==> config.mk <==
export PLATFORM = sky130hd
export DESIGN_NAME = sdr_burst_colgen
export DESIGN_NICKNAME = d
export VERILOG_FILES = /design/src/rtl/sdr_colgen_pkg.sv /design/src/rtl/colgen_span_decode.sv /design/src/rtl/colgen_beat_ctr.sv /design/src/rtl/colgen_addr_map.sv /design/src/rtl/sdr_burst_colgen.sv
export SDC_FILE = /design/constraint.sdc
export NUM_CORES = 1
export LEC_CHECK = 0
export ABC_CLOCK_PERIOD_IN_PS = 4660
export BUFFER_PORTS_ARGS = -buffer_cell sky130_fd_sc_hd__buf_2
export CAP_MARGIN = 20
export CORE_ASPECT_RATIO = 1.4
export CORE_UTILIZATION = 60
export CTS_BUF_LIST = sky130_fd_sc_hd__clkbuf_2 sky130_fd_sc_hd__clkbuf_4 sky130_fd_sc_hd__clkbuf_8
export CTS_CLUSTER_DIAMETER = 50
export DETAILED_ROUTE_END_ITERATION = 8
export PLACE_DENSITY = 0.95
export SETUP_SLACK_MARGIN = 0.4
export SYNTH_ARGS = -nofsm -noshare
export SYNTH_HDL_FRONTEND = slang
export SYNTH_SLANG_ARGS = --single-unit
==> constraint.sdc <==
create_clock -name clk -period 4.66 [get_ports clk]
set_input_delay 0.932 -clock clk [delete_from_list [all_inputs] [get_ports clk]]
set_output_delay 0.932 -clock clk [all_outputs]
set_load 0.03 [all_outputs]
==> src/rtl/sdr_colgen_pkg.sv <==
package sdr_colgen_pkg;
  localparam int MODE_W   = 10;
  localparam int LEN_LSB  = 0;
  localparam int LEN_W    = 3;
  localparam int ILV_BIT  = 3;
  localparam int WSB_BIT  = 9;
  localparam int LG_W     = 2;
  localparam logic [LEN_W-1:0] CODE_PAGE = 3'd7;

  typedef struct packed {
    logic [LG_W-1:0] lg;
    logic            full;
    logic            bad;
  } span_t;
endpackage

==> src/rtl/colgen_span_decode.sv <==
module colgen_span_decode
  import sdr_colgen_pkg::*;
(
  input  logic [LEN_W-1:0] len_code,
  input  logic             ilv,
  input  logic             wsb,
  input  logic             is_write,
  output span_t            span
);
  always_comb begin
    span = '0;
    if (len_code <= 3'd3) begin
      span.lg = len_code[LG_W-1:0];
    end else if (len_code == CODE_PAGE && !ilv) begin
      span.full = 1'b1;
    end else begin
      span.bad = 1'b1;
    end
    if (wsb && is_write) begin
      span.lg   = '0;
      span.full = 1'b0;
    end
  end
endmodule

==> src/rtl/colgen_beat_ctr.sv <==
module colgen_beat_ctr
  import sdr_colgen_pkg::*;
#(
  parameter int COL_W = 8
) (
  input  logic             clk,
  input  logic             rst_n,
  input  logic             hold,
  input  logic             load,
  input  logic             kill,
  input  logic [LG_W-1:0]  lg_in,
  input  logic             full_in,
  output logic [COL_W-1:0] beat,
  output logic [LG_W-1:0]  lg_q,
  output logic             full_q,
  output logic             active,
  output logic             last
);
  logic [COL_W-1:0] final_beat;

  always_comb begin
    final_beat = COL_W'((1 << lg_q) - 1);
    last       = active && !full_q && (beat == final_beat);
  end

  always_ff @(posedge clk) begin
    if (!rst_n) begin
      active <= 1'b0;
      beat   <= '0;
      lg_q   <= '0;
      full_q <= 1'b0;
    end else if (!hold) begin
      if (load) begin
        active <= 1'b1;
        beat   <= '0;
        lg_q   <= lg_in;
        full_q <= full_in;
      end else if (active) begin
        if (kill || last) begin
          active <= 1'b0;
        end else begin
          beat <= beat + 1'b1;
        end
      end
    end
  end

  assert_beat_steps_R3: assert property (@(posedge clk) disable iff (!rst_n)
    (active && !hold && !load && !kill && !last) |=> (active && beat == $past(beat) + 1'b1));
endmodule

==> src/rtl/colgen_addr_map.sv <==
module colgen_addr_map
  import sdr_colgen_pkg::*;
#(
  parameter int COL_W = 8
) (
  input  logic [COL_W-1:0] base,
  input  logic [COL_W-1:0] beat,
  input  logic [LG_W-1:0]  lg,
  input  logic             ilv,
  input  logic             full,
  output logic [COL_W-1:0] col
);
  logic [COL_W-1:0] wrap_mask;
  logic [COL_W-1:0] sum;

  always_comb begin
    wrap_mask = full ? '1 : COL_W'((1 << lg) - 1);
    sum       = base + beat;
  end

  for (genvar i = 0; i < COL_W; i++) begin : g_bit
    always_comb begin
      if (!wrap_mask[i])
        col[i] = base[i];
      else if (ilv)
        col[i] = base[i] ^ beat[i];
      else
        col[i] = sum[i];
    end
  end
endmodule

==> src/rtl/sdr_burst_colgen.sv <==
module sdr_burst_colgen
  import sdr_colgen_pkg::*;
#(
  parameter int COL_W = 8
) (
  input  logic              clk,
  input  logic              rst_n,
  input  logic [MODE_W-1:0] mode_word,
  input  logic              start,
  input  logic [COL_W-1:0]  start_col,
  input  logic              is_write,
  input  logic              term,
  input  logic              hold,
  output logic [COL_W-1:0]  col,
  output logic              col_valid,
  output logic              col_last,
  output logic              cfg_err
);
  span_t            span;
  logic [COL_W-1:0] base_q;
  logic             ilv_q;
  logic [COL_W-1:0] beat;
  logic [LG_W-1:0]  lg_q;
  logic             full_q;
  logic             accept;

  assign accept = start && !hold;

  colgen_span_decode u_dec (
    .len_code (mode_word[LEN_LSB +: LEN_W]),
    .ilv      (mode_word[ILV_BIT]),
    .wsb      (mode_word[WSB_BIT]),
    .is_write (is_write),
    .span     (span)
  );

  always_ff @(posedge clk) begin
    if (!rst_n) begin
      base_q  <= '0;
      ilv_q   <= 1'b0;
      cfg_err <= 1'b0;
    end else if (accept) begin
      base_q <= start_col;
      ilv_q  <= mode_word[ILV_BIT];
      if (span.bad) cfg_err <= 1'b1;
    end
  end

  colgen_beat_ctr #(.COL_W(COL_W)) u_ctr (
    .clk     (clk),
    .rst_n   (rst_n),
    .hold    (hold),
    .load    (start),
    .kill    (term),
    .lg_in   (span.lg),
    .full_in (span.full),
    .beat    (beat),
    .lg_q    (lg_q),
    .full_q  (full_q),
    .active  (col_valid),
    .last    (col_last)
  );

  colgen_addr_map #(.COL_W(COL_W)) u_map (
    .base (base_q),
    .beat (beat),
    .lg   (lg_q),
    .ilv  (ilv_q),
    .full (full_q),
    .col  (col)
  );

  assert_start_shows_col_R2: assert property (@(posedge clk) disable iff (!rst_n)
    accept |=> (col_valid && col == $past(start_col)));
  assert_last_closes_R8: assert property (@(posedge clk) disable iff (!rst_n)
    (col_last && !hold && !start) |=> !col_valid);
  assert_term_closes_R9: assert property (@(posedge clk) disable iff (!rst_n)
    (term && !hold && !start) |=> !col_valid);
  assert_hold_freezes_R11: assert property (@(posedge clk) disable iff (!rst_n)
    hold |=> ($stable(col) && $stable(col_valid) && $stable(col_last)));
  assert_err_sticky_R12: assert property (@(posedge clk) disable iff (!rst_n)
    cfg_err |=> cfg_err);
endmodule

==> impl_metrics.csv <==
group,metric,value,unit
global_routing,grt_start_max_net_pins,21,
logic_synthesis,netlist_instances,193,
clocking,cts_sinks,22,
logic_synthesis,synth_edf_count,0,
worst_setup_path,critPathLaunch,"u_ctr.beat[0]",
timing,fin_tns_setup,0,ps
logic_synthesis,ys.flop_type,"dfxtp_1",
worst_setup_path,cp-endpoint,"col[6]",
timing,slew_viol_final,0,
worst_hold_path,hold_class,"flop to flop",
logic_synthesis,yosysMostFrequentCell,"nand2_1",
logic_synthesis,ys_seq_elements,22,
logic_synthesis,netlist_area,1560,um2
final_layout,area_growth_syn_to_layout,12.9,%
clocking,cts_hold_buf,0,
routing,first_iter_violations,81,
power_and_ir_drop,leakage,0.723,nW
routing,vias,1500,
timing,fmax,282,MHz
routing,viasPerCell,5.95,
die,num_rows,21,
place,portBuffers,29,
logic_synthesis,synth_seq_area_share,0.283,
worst_setup_path,worst-r2r-cell-count,7,
die,start_util,0.645,
clocking,ctsRootBufferMaster,"clkbuf_4",
timing,max-slew-margin-rel,0.412,
worst_setup_path,cp-start-kind,"flop",
power_and_ir_drop,powerDensity,234,nW/um2
status,outcome,"completed",
timing,fin_crit,3540,ps
logic_synthesis,syn_nets,228,
worst_setup_path,worstSetupEndpointType,"primary output",
clocking,cts_setup_buffers,0,
routing,drtPass1Iterations,4,
flow_run,drv_cap,0,
die,die_w,45.1,um
worst_setup_path,crit_required,3730,ps
logic_synthesis,avgSynthCellArea,8.08,um2
timing,finalCritPeriodShare,0.760,
routing,totalWireLength,3.48,mm
place,gp_congestion,0.879,
final_layout,finalNonFillerCells,252,
clocking,cts_tree,"done",
worst_setup_path,ff2ff_setup_slack,2420,ps
routing,wl_per_cell,13.8,um
worst_setup_path,r2r-start,"u_ctr.lg_q[1]",
worst_setup_path,worstPathMaxFanout,8,
timing,tightest_slew,880,ps
place,hpwl,2.55,mm
timing,grt_setup_unrepaired,"false",
worst_setup_path,reg2reg_to,"u_ctr.beat[6]",
die,io_pins,35,
worst_hold_path,hold_path_startpoint,"base_q[3]",
clocking,ctsResizeCount,0,
logic_synthesis,synth_common_cells,"28 x nand2_1, 22 x dfxtp_1, 13 x nor2_1",
final_layout,n_antenna_cell,0,
logic_synthesis,async_flop_share,0,
clocking,cts.clk_slew.worst_paths,130,ps
worst_setup_path,worstPathArrival,2610,ps
logic_synthesis,synth_top_area_frac,0.283,
die,die_height,62.3,um
global_routing,antenna_found_initial,0,
timing,fin_skew,6.90,ps
timing,setup_violations,0,
final_layout,final_core_util,0.728,
die,fp.coreArea,2420,um2
global_routing,grt_pass1_vias,1436,
global_routing,grt_first_pass_wirelength,6.00,mm
logic_synthesis,synth_top_area_cell,"dfxtp_1",
power_and_ir_drop,p_total,412,uW
place,dp_cells,248,
clocking,clkLatencyLatePin,320,ps
logic_synthesis,ys_types,48,
final_layout,fin_nets,254,
global_routing,overflow,0,
die,dieArea,2810,um2
power_and_ir_drop,vdd_drop_max,151,uV
clocking,htree_num_levels,1,
worst_setup_path,worstSetupPathType,"flop to primary output",
logic_synthesis,yosys_warnings,0,
logic_synthesis,synth.top_cells.by_area,"dfxtp_1 28%, ha_1 8.0%, nand2_1 6.7%",
global_routing,grt_use_total,0.281,
routing,postRouteAntennaNets,0,
clocking,clock_path_buffers,2,
timing,hold_viol_final,0,
clocking,cts_made_buffers,3,
final_layout,drive_above_1_share,0.197,
routing,drc,0,
==> how the worst min path moves through the flow <==
stage / endpoint / cells after the start
6_report: base_q[3] / 2
3_5_place_dp: cfg_err / 2
3_3_place_gp: base_q[7] / 2
5_1_grt: base_q[0] / 2
4_1_cts: base_q[3] / 2
2_1_floorplan: base_q[7] / 2
==> routing by layer <==
metal,GRT usage,routed length (um)
met1,0.334,1350
met4,0.129,89
met3,0.0320,215
met5,0,0
met2,0.478,1820
==> state kept, by name, indices dropped and copies added, names as in the netlist <==
signal and cells:
ilv_q 1, u_ctr.full_q 1, u_ctr.beat 8, u_ctr.lg_q 2, u_ctr.active 1, base_q 8, cfg_err 1
==> where the power goes <==
| group | switching, mW | internal [mW] |
|---|---|---|
| Clock | 0.0600 | 0.0870 |
| Sequential | 0.00614 | 0.193 |
| Combinational | 0.0396 | 0.0257 |
==> through the flow <==
step                      setup slack (ps)  hold WS [ps]  cell area [um2]
after global routing                   988           531             1760
final                                 1120           496             1760
after global placement                1540           468             1710
after detailed placement              1540           481             1710
after floorplan                       1710           455             1560
after CTS                             1110           502             1760
==> kinds of logic after synthesis <==
| family | Yosys count | share of synthesized area |
|---|---|---|
| adders and majority gates | 11 | 0.0931 |
| muxes | 5 | 0.0345 |
| and+or+nand+nor | 83 | 0.286 |
| DFF | 22 | 0.283 |
| xor gates and xnor gates | 9 | 0.0506 |
| buffers and inverters | 16 | 0.0441 |
| AOI/OAI and AO/OA | 47 | 0.209 |
==> critical path: stages, from the launching register on <==
cell,delay [ps]
dfxtp_1,510
ha_1,250
inv_1,70
fa_1,380
nor2b_1,120
o21ai_0,110
a21o_1,220
a2111o_1,370
nand3_1,80
buf_2,190
==> cell type report <==
cell class | instances | area (um2)
Multi-Input combinational cell | 155 | 1050
Fill cell | 205 | 657
Sequential cell | 22 | 440
Timing Repair Buffer | 29 | 145
Tap cell | 34 | 42.5
Clock inverter | 1 | 30.0
Inverter | 8 | 30.0
Clock buffer | 3 | 22.5
==> placed cells by master (no fill, tap or decap), types with 2 or more instances in the layout <==
| cell type | count |
|---|---|
| or4_1 | 2 |
| mux2_2 | 3 |
| a22oi_1 | 2 |
| a21boi_0 | 10 |
| mux2i_1 | 2 |
| xor2_1 | 6 |
| nand2_1 | 28 |
| nor2b_1 | 8 |
| nand3_1 | 7 |
| nand2b_1 | 4 |
| inv_1 | 8 |
| nor2_1 | 13 |
| dfxtp_1 | 22 |
| clkbuf_4 | 3 |
| a31oi_1 | 2 |
| ha_1 | 10 |
| buf_2 | 29 |
| xnor2_1 | 3 |
| nand4b_1 | 3 |
| a211oi_1 | 2 |
| o211ai_1 | 3 |
| nor3_1 | 2 |
| and3_1 | 3 |
| or3_1 | 2 |
| a21oi_1 | 12 |
| o21bai_1 | 2 |
| o21ai_0 | 6 |
No activity file was read; power rests on OpenSTA's default activity.
